### src/rtl/hazard_unit.sv
module hazard_unit #(
  parameter int RW      = 5,
  parameter int BR_WAIT = 3
) (
  input  logic          clk,
  input  logic          rst_n,
  input  logic [RW-1:0] dec_src_a,
  input  logic [RW-1:0] dec_src_b,
  input  logic          dec_use_a,
  input  logic          dec_use_b,
  input  logic          dec_is_branch,
  input  logic [RW-1:0] ex_src_a,
  input  logic [RW-1:0] ex_src_b,
  input  logic [RW-1:0] ex_dst,
  input  logic          ex_wr_en,
  input  logic          ex_mem_rd,
  input  logic [RW-1:0] mem_dst,
  input  logic          mem_wr_en,
  input  logic [RW-1:0] wb_dst,
  input  logic          wb_wr_en,
  output logic [1:0]    fwd_a,
  output logic [1:0]    fwd_b,
  output logic          stall,
  output logic          bubble,
  output logic          fetch_hold
);

  localparam int CW = $clog2(BR_WAIT + 1);
  localparam logic [CW-1:0] RELOAD = CW'(BR_WAIT - 1);

  logic          mem_live, wb_live, load_live;
  logic          hit_a, hit_b;
  logic [CW-1:0] wait_cnt;
  logic          br_start;

  assign mem_live  = mem_wr_en && (mem_dst != '0);
  assign wb_live   = wb_wr_en  && (wb_dst  != '0);
  assign load_live = ex_mem_rd && ex_wr_en && (ex_dst != '0);

  function automatic logic [1:0] pick(input logic [RW-1:0] src,
                                      input logic m_ok, input logic [RW-1:0] m_dst,
                                      input logic w_ok, input logic [RW-1:0] w_dst);
    if (m_ok && (m_dst == src))      return 2'b10;
    else if (w_ok && (w_dst == src)) return 2'b01;
    else                             return 2'b00;
  endfunction

  assign fwd_a = pick(ex_src_a, mem_live, mem_dst, wb_live, wb_dst);
  assign fwd_b = pick(ex_src_b, mem_live, mem_dst, wb_live, wb_dst);

  assign hit_a  = dec_use_a && (dec_src_a == ex_dst);
  assign hit_b  = dec_use_b && (dec_src_b == ex_dst);
  assign stall  = load_live && (hit_a || hit_b);
  assign bubble = stall;

  assign br_start   = dec_is_branch && !stall && (wait_cnt == '0);
  assign fetch_hold = br_start || (wait_cnt != '0);

  always_ff @(posedge clk) begin
    if (!rst_n)               wait_cnt <= '0;
    else if (br_start)        wait_cnt <= RELOAD;
    else if (wait_cnt != '0)  wait_cnt <= wait_cnt - 1'b1;
  end

  AST_SEL_LEGAL: assert property (@(posedge clk) disable iff (!rst_n)
    (fwd_a != 2'b11) && (fwd_b != 2'b11));
  AST_ZERO_NEVER_FWD: assert property (@(posedge clk) disable iff (!rst_n)
    (ex_src_a == '0) |-> (fwd_a == 2'b00));
  AST_STALL_NEEDS_LOAD: assert property (@(posedge clk) disable iff (!rst_n)
    stall |-> (ex_mem_rd && ex_wr_en && bubble));
  AST_HOLD_ORIGIN: assert property (@(posedge clk) disable iff (!rst_n)
    (fetch_hold && !dec_is_branch) |-> $past(fetch_hold));
  AST_NO_HOLD_START_IN_STALL: assert property (@(posedge clk) disable iff (!rst_n)
    (stall && !$past(fetch_hold)) |-> !fetch_hold);
  AST_WAIT_BOUND: assert property (@(posedge clk) disable iff (!rst_n)
    wait_cnt <= RELOAD);

endmodule

### config.mk
export PLATFORM = sky130hd
export DESIGN_NAME = hazard_unit
export DESIGN_NICKNAME = d
export VERILOG_FILES = /design/src/rtl/hazard_unit.sv
export SDC_FILE = /design/constraint.sdc
export NUM_CORES = 1
export LEC_CHECK = 0
export BUFFER_PORTS_ARGS = -buffer_cell sky130_fd_sc_hd__buf_4
export CAP_MARGIN = 0
export CORE_AREA = 2 2 44 46
export DETAILED_ROUTE_END_ITERATION = 10
export DIE_AREA = 0 0 46 48
export PLACE_DENSITY_LB_ADDON = 0.3
export SKIP_CTS_REPAIR_TIMING = 1
export SLEW_MARGIN = 20
export SYNTH_ARGS = -nofsm -noshare
export SYNTH_HDL_FRONTEND = slang
export SYNTH_SLANG_ARGS = --single-unit
### constraint.sdc
create_clock -name clk -period 1.08 [get_ports clk]
set_input_delay 0.108 -clock clk [delete_from_list [all_inputs] [get_ports clk]]
set_output_delay 0.108 -clock clk [all_outputs]
set_load 0.005 [all_outputs]
== Word-level counts from Yosys, hierarchy flattened ==
Index checks and enable logic that the tools add are counted.

* Bits in registers: 2
* Bits in latches: 0
* Memory bits (writable): 0
* Bits in read-only memories: 0
* Input bits: 44
* Output and inout port bits: 7
* Memories kept: 0

* $add $sub $neg: 1
* Multipliers: 0
* Divide/modulo/power cells: 0
* Magnitude comparators: 0
* Eq/ne operators: 6
* Shift-type cells: 0
* Muxes and demuxes: 6
* Bitwise operators: 1
* Reductions and logical operators: 23

{| class="wikitable"
|+ Operators by type and width
! cell !! number
|-
| == test 5 bit || 6
|-
| nonzero test 5 bit || 3
|-
| logical AND 1 bit || 13
|-
| two-way mux 2 bit || 4
|-
| nonzero test 2 bit || 2
|-
| logical NOT 2 bit || 1
|-
| logical OR 1 bit || 2
|-
| two-way mux 1 bit || 2
|-
| OR reduction 2 bit || 1
|-
| subtractor 2 x 1 -> 2 bit, second input constant || 1
|-
| logical NOT 1 bit || 1
|-
| inverter 1 bit || 1
|}

== Logic depth before layout (Yosys ltp) ==
Gate-level depths: netlist of run 1.

* Depth in word-level cells: 8
* Mapped depth: 5
* Gate-level depth less buffers: 4

== Worst setup path after synthesis of run 1 ==
No wires, ideal clock.

* Path type: in2out
* Start: input port mem_dst[1]
* End: output port fwd_a[0]
* Arrival: 1148 ps
* Path slack: -176 ps
* Cell stages on the path: 4
* Path buffers: 0
* Cells stage by stage: or4_1 > o21ai_2 > nor4_1 > nor4_2

* Word-level cells in the longest chain between the ends: 4
* Elaborated cells on any way between the ends: 5

{| class="wikitable"
|+ Ends and longest elaborated chain
! item !! line !! text
|-
| from (decl) || 17 || <nowiki>input logic [RW-1:0] mem_dst,</nowiki>
|-
| nonzero test 5 bit || 36 || <nowiki>assign mem_live = mem_wr_en && (mem_dst != '0);</nowiki>
|-
| logical AND 1 bit || 36 ||
|-
| logical AND 1 bit * || 43 || <nowiki>if (m_ok && (m_dst == src)) return 2'b10;</nowiki>
|-
| two-way mux 2 bit * || 43 ||
|-
| to (decl) || 21 || <nowiki>output logic [1:0] fwd_a,</nowiki>
|}

Mark *: on every way between the ends. The rest lies on a longest branch, timed or not.

== Worst setup path in the final report of run 1 ==
* Start: input port ex_dst[2]
* End: output port fetch_hold

* Word-level cells in the longest chain between the ends: 8
* Elaborated cells on any way between the ends: 12

{| class="wikitable"
|+ Ends and longest elaborated chain
! item !! line !! text
|-
| from (decl) || 14 || <nowiki>input logic [RW-1:0] ex_dst,</nowiki>
|-
| == test 5 bit (on tied branches) || 51, 52 ||
|-
| logical AND 1 bit (on tied branches) || 51, 52 ||
|-
| logical OR 1 bit || 53 || <nowiki>assign stall = load_live && (hit_a || hit_b);</nowiki>
|-
| logical AND 1 bit * || 53 ||
|-
| logical NOT 1 bit * || 56 || <nowiki>assign br_start = dec_is_branch && !stall && (wait_cnt == '0);</nowiki>
|-
| logical AND 1 bit * (2 in a row) || 56 ||
|-
| logical OR 1 bit * || 57 || <nowiki>assign fetch_hold = br_start || (wait_cnt != '0);</nowiki>
|-
| to (decl) || 25 || <nowiki>output logic fetch_hold</nowiki>
|}

Marks and branches as above.

==> impl_results.md, run 1 <==
- CTS tree: built
- Count of cell types in the netlist: 19
- Post-layout min period: 1.47 ns
- Sequential element share of the synthesized area: 0.0802
- Dominant combinational cell family by area after synthesis: XOR/XNOR gates
- Cell row count: 15
- Setup Crit Path Kind: in2out
- Mapped Nets: 107
- Leakage dissipation: 0.535 nW
- Layout area overhead: 134%
- Total power per unit cell area: 570 nW/um2
- Clock-pin slew of the registers on the worst-case setup and hold paths: 0.03 ns
- Floorplan die width: 46 um
- CTS buffer count: 3
- Final hold violations: 0
- Gate count of the mapped netlist: 63
- Max FFs per register: 2
- Total length of routed wires: 1.87 mm
- Summed instance area of the synthesized netlist: 499 um2
- Finished Cell Area: 1170 um2
- Fraction of layout instances using a drive strength above 1: 0.616
- Total track usage: 0.168
- Post-synthesis compound-gate area fraction: 0.0802
- GR Overflow Total: 0
- Commonest cells after routing, fill and taps aside: buf_4, xnor2_1, xor2_1
- Seq cells post-synth: 2
- Startpoint type of the worst setup path: input port
- Routed length on met3: 168 um
- Classification of the worst-slack hold path: in2reg
- Top flop regs: wait_cnt: 2 flops
- Worst endpoint data arrival time: 1.36 ns
- Share of synthesized area spent on multiplexers: 0
- Post-place instance area: 1050 um2
- HPWL after detailed placement: 1.56 mm
- RSZ-0062 raised after global routing: yes
- Post-synthesis average cell area: 7.92 um2
- Capturing element type of the critical path: output port
- Post-synthesis xor/xnor area fraction: 0.526
- IR Drop Worst-Case VDD: 0.242 mV
- Wire length of the first global-routing pass: 2.70 mm
- Final worst-path setup slack: -0.392 ns
- Slew @ Worst Pin: 0.268 ns
- Violated checks: negative setup slack
- Cell with the biggest individual delay on the critical path: or4_4
- Critical-path maximum fanout: 3
- Simple-gate share of the synthesized area: 0.298
- Fraction of the mapped netlist area in adder cells: 0
- Fillers: 141
- Required @ worst endpoint: 0.97 ns
- Max-cap violations: 0
- Slew Limit Headroom: 0.821
- Number of antenna violations at the first check in global routing: 0
- Clock sink total: 2
- DRC violations left: 0
- Number of warnings printed during yosys synthesis: 0
- Count of nets after finishing: 184
- Library cell with the largest summed area after synthesis: xnor2_1
- Count of H-tree levels built during CTS: 1
- Area fraction of the dominant cell type after synthesis: 0.281
- Final Total Pwr: 0.666 mW
- Overall via count from detail_route: 743
- Met2 routed WL: 1.07 mm
- Master cell of the clock root buffer: clkbuf_4
- Number of nets with antenna violations after detailed routing: 0
- Vias in the first global route: 712
- Slack of the worst reg-to-reg path: 0.23 ns
- Crit path cell chain: buf_6 -> or4_4 -> o211ai_1 -> nor3_1 -> a21oi_1 -> buf_4
- Vias per cell: 4.79
- Reg with most FFs: wait_cnt
- Result of the run: finished, violations left
- CTS Buffer Depth: 2
- Leading cell types by total area after synthesis: xnor2_1, xor2_1, dfxtp_1, or4_1, nor4_2
- Gpl congestion: 0.858
- Clock insertion delay at the later pin of the skew report: 0.22 ns
- Boundary pin count: 51
- Total inserted antenna cells: 0
- Delay of the slowest cell on the worst path: 0.52 ns
- Maximum number of pins on one net before global-route repair: 6
- Count of buffers inserted at the top-level ports: 50
- Final-report setup violation count: 8
- Setup total negative slack: -2.38 ns
- Detailed-routing iteration count for the pre-antenna-repair pass: 6
- Iteration-0 DRC Markers: 8
- Worst clock skew: 0.00251 ns
- Average wire per standard cell: 12.1 um
- Most common cell after layout, fill and taps aside: buf_4
- Starting density of the core: 0.296
- Die outline area: 2210 um2
- Core area: 1690 um2
- Max Clk Rate: 679 MHz
- Y dimension of the die: 48 um
- Final critical-path share of the clock period: 1.36
- Top metal layer carrying routed signals: met3
- Final slew viol count: 0
- Wire length the detailed router placed on met1: 639 um
[cells by family after synthesis]
family,count (synthesis)
simple gates,24
compound gates,6
flops,2
buf+inv,1
xor+xnor,30
[cell type report]
cell class	count	area, um2	area share
multi-input cells	60	507	0.434
flip-flops and latches	2	40.0	0.0343
repair buffers	73	578	0.495
clock buffers	3	22.5	0.0193
well taps	17	21.3	0.0182
[through the flow]
stage / util / instances / setup slack [ns] / hold WS, ns
finish: 0.692 / 155 / -0.392 / 0.140
global route: 0.692 / 155 / -0.448 / 0.146
CTS: 0.637 / 154 / -0.391 / 0.130
detailed placement: 0.624 / 151 / -0.388 / 0.357
global placement: 0.624 / 151 / -0.377 / 0.343
floorplan: - / 63 / -0.111 / 0.230
[final timing paths]
check / start / to / depth (start not counted)
worst max-delay path: ex_dst[2] / fetch_hold / 6
worst min-delay path: rst_n / wait_cnt[0] / 3
worst max register to register: wait_cnt[0] / wait_cnt[1] / 4
worst min register to register: wait_cnt[0] / wait_cnt[0] / 1
[where the power goes]
part	switching (mW)	internal, mW	total, mW
registers	0.0115	0.0838	0.0953
logic	0.157	0.257	0.414
clock network	0.0346	0.122	0.156
[critical path, delay by kind of cell]
family                 cells  cell delay [ns]
buffers and inverters      2             0.22
and+or+nand+nor            2             0.61
AOI/OAI and AO/OA          2             0.43
[metal layers]
layer,track usage,vias up
met4,0.0514,0
li1,-,375
met2,0.358,42
met1,0.161,326
met3,0.0226,0
met5,0,-
[cell usage after synthesis]
cell and instances:
dfxtp_1 2, xnor2_1 16, buf_4 1, nor3_1 2, nand4_1 2, nor2b_1 1
nand2b_1 1, o211ai_1 2, a21oi_1 1, o22ai_1 1, nand3_1 4, nor2_1 2
o21ai_2 1, nor4_2 2, or4_1 5, xor2_1 14, nand2_1 3, nor4_1 2
o21ai_1 1
Note: power is estimated with default switching activity, not from simulation.
==> run 2, diff against run 1 <==
--- a/config.mk
+++ b/config.mk
@@ -5,12 +5,13 @@
 export SDC_FILE = /design/constraint.sdc
 export NUM_CORES = 1
 export LEC_CHECK = 0
+export ABC_CLOCK_PERIOD_IN_PS = 1080
 export BUFFER_PORTS_ARGS = -buffer_cell sky130_fd_sc_hd__buf_4
-export CAP_MARGIN = 0
 export CORE_AREA = 2 2 44 46
 export DETAILED_ROUTE_END_ITERATION = 10
 export DIE_AREA = 0 0 46 48
 export PLACE_DENSITY_LB_ADDON = 0.3
+export SETUP_SLACK_MARGIN = 0.3
 export SKIP_CTS_REPAIR_TIMING = 1
 export SLEW_MARGIN = 20
 export SYNTH_ARGS = -nofsm -noshare
==> run 2 against run 1 <==
The flow still finishes with violations (negative setup slack). Worst setup slack got worse by 0.036 ns. Global-route usage increased by 0.62 points. Wire length up 14%. Critical path depth unchanged. Via count increased by 2.8%. Die area stayed put. Critical endpoint unchanged. Largest power group unchanged.
==> impl_results.md, run 2 (synthesis gave the netlist of run 1 again) <==
- CTS tree: built
- CTS Buffer Depth: 2 (unchanged)
- HPWL after detailed placement: 1.66 mm (+6.2%)
- Result of the run: finished, violations left
- Count of nets after finishing: 182 (-1.1%)
- Worst Hold Path Cells: 3 (unchanged)
- Starting density of the core: 0.296 (unchanged)
- Wire length of the first global-routing pass: 2.78 mm (+3.1%)
- Maximum number of pins on one net before global-route repair: 6 (unchanged)
- Endpoint of the worst register-to-register path: wait_cnt[1]
- Core area: 1690 um2 (unchanged)
- Start point of the worst hold path: rst_n
- Clock sink total: 2 (unchanged)
- Post-layout min period: 1.51 ns (+0.0362 ns)
- Master cell of the clock root buffer: clkbuf_4
- DRC violations left: 0 (unchanged)
- Detailed-routing iteration count for the pre-antenna-repair pass: 5 (-1)
- Max Clk Rate: 663 MHz (-2.4%)
- Critical register-to-register path startpoint: wait_cnt[1]
- CTS buffer count: 3 (unchanged)
- GR Overflow Total: 0 (unchanged)
- Total track usage: 0.174 (+0.00618)
- Number of nets with antenna violations after detailed routing: 0 (unchanged)
- Max-cap violations: 0 (unchanged)
- Commonest cells after routing, fill and taps aside: buf_4, xor2_1, xnor2_1
- Slack of the worst reg-to-reg path: 0.21 ns (-0.02 ns)
- Critical-path maximum fanout: 3 (unchanged)
- Iteration-0 DRC Markers: 7 (-1)
- Final slew viol count: 0 (unchanged)
- Overall via count from detail_route: 764 (+2.8%)
- Fraction of layout instances using a drive strength above 1: 0.662 (+0.0458)
- Met2 Use GR: 0.333 (-0.0250)
- Worst min-delay path endpoint: wait_cnt[0]
- IR Drop Worst-Case VDD: 0.340 mV (+41%)
- Slew Limit Headroom: 0.802 (-0.0183)
- Final-report setup violation count: 7 (-1)
- Clock insertion delay at the later pin of the skew report: 0.24 ns (+0.02 ns)
- Violated checks: negative setup slack
- Gpl congestion: 0.719 (-16%)
- Die outline area: 2210 um2 (unchanged)
- Count of buffers inserted at the top-level ports: 50 (unchanged)
- Worst clock skew: 0.00691 ns (+0.00440 ns)
- Total length of routed wires: 2.14 mm (+14%)
- Top flop regs: wait_cnt: 2 flops
- Post-place instance area: 1060 um2 (+0.36%)
- Finished Cell Area: 1210 um2 (+3.4%)
- Number of antenna violations at the first check in global routing: 0 (unchanged)
- Fillers: 139 (-1.4%)
- Vias in the first global route: 696 (-2.2%)
- Vias per cell: 4.99 (+4.2%)
- Y dimension of the die: 48 um (unchanged)
- Average wire per standard cell: 14.0 um (+16%)
- Met3 Usage GRT: 0.0264 (+0.00377)
- Final hold violations: 0 (unchanged)
- Count of H-tree levels built during CTS: 1 (unchanged)
- Final core utilization: 0.716 (+0.0237)
- Gr busiest metal: met2
- Met1 demand-to-capacity share in global routing: 0.196 (+0.0352)
- Final critical-path share of the clock period: 1.40 (+0.0335)
- Layout area overhead: 142%
- Total inserted antenna cells: 0 (unchanged)
- Worst endpoint data arrival time: 1.40 ns (+0.04 ns)
- Startpoint type of the worst setup path: input port
- Final worst-path setup slack: -0.428 ns (-0.0362 ns)
- Reg with most FFs: wait_cnt
- Capturing element type of the critical path: output port
- Leakage dissipation: 0.553 nW (+3.3%)
- Required @ worst endpoint: 0.97 ns (about the same)
- Most common cell after layout, fill and taps aside: buf_4
- Setup total negative slack: -2.35 ns (+0.0276 ns)
- Cell row count: 15 (unchanged)
- Boundary pin count: 51 (unchanged)
- Floorplan die width: 46 um (unchanged)
- Clock-pin slew of the registers on the worst-case setup and hold paths: 0.03 ns (about the same)
- Slew @ Worst Pin: 0.294 ns (+0.0264 ns)
- Hold slack final: 0.127 ns (-0.0130 ns)
- Classification of the worst-slack hold path: in2reg
- RSZ-0062 raised after global routing: yes
- Max FFs per register: 2 (unchanged)
- Worst R2R Path Depth: 4 (unchanged)
- Setup Crit Path Kind: in2out
- Total power per unit cell area: 590 nW/um2 (+3.5%)
==> run 2: layout make-up <==
class	count	area [um2]	area share
Clock buffer	3	22.5	0.0186
Tap cell	17	21.3	0.0176
Sequential cell	2	40.0	0.0331
Timing Repair Buffer	71	559	0.463
Multi-Input combinational cell	60	566	0.468
==> run 2: worst max-delay path, cell delays in order <==
cell      delay [ns]
buf_6           0.09
or4_4           0.51
o211ai_1        0.28
nor3_1          0.10
a21oi_1         0.17
buf_4           0.13
==> run 2: layer usage <==
| metal | wire, um | up-vias |
|---|---|---|
| met5 | 0 | - |
| met4 | 17 | 0 |
| met3 | 99 | 7 |
| met2 | 1240 | 28 |
| met1 | 780 | 355 |
| li1 | - | 374 |
==> run 2: where the power goes <==
group / leakage (nW) / switching [mW] / internal (mW)
logic: 0.522 / 0.174 / 0.266
clock network: 0.0138 / 0.0544 / 0.124
registers: 0.0166 / 0.0111 / 0.0837
==> run 2: per-stage QoR <==
step	worst slack [ns]	instances	power, mW
floorplan	-0.111	63	0.233
global placement	-0.389	148	0.466
detailed placement	-0.392	148	0.477
CTS	-0.394	151	0.663
global route	-0.446	153	0.753
finish	-0.428	153	0.713
==> run 2: worst max path at each step <==
stage,startpoint,end,slack [ns],depth (start not counted)
6_report,ex_dst[2],fetch_hold,-0.43,6
2_1_floorplan,ex_dst[1],stall,-0.11,4
5_1_grt,wb_dst[0],fwd_a[0],-0.45,5
4_1_cts,wb_dst[2],fwd_a[0],-0.39,6
3_5_place_dp,wb_dst[2],fwd_a[0],-0.39,6
3_3_place_gp,ex_src_b[1],fwd_b[0],-0.39,5
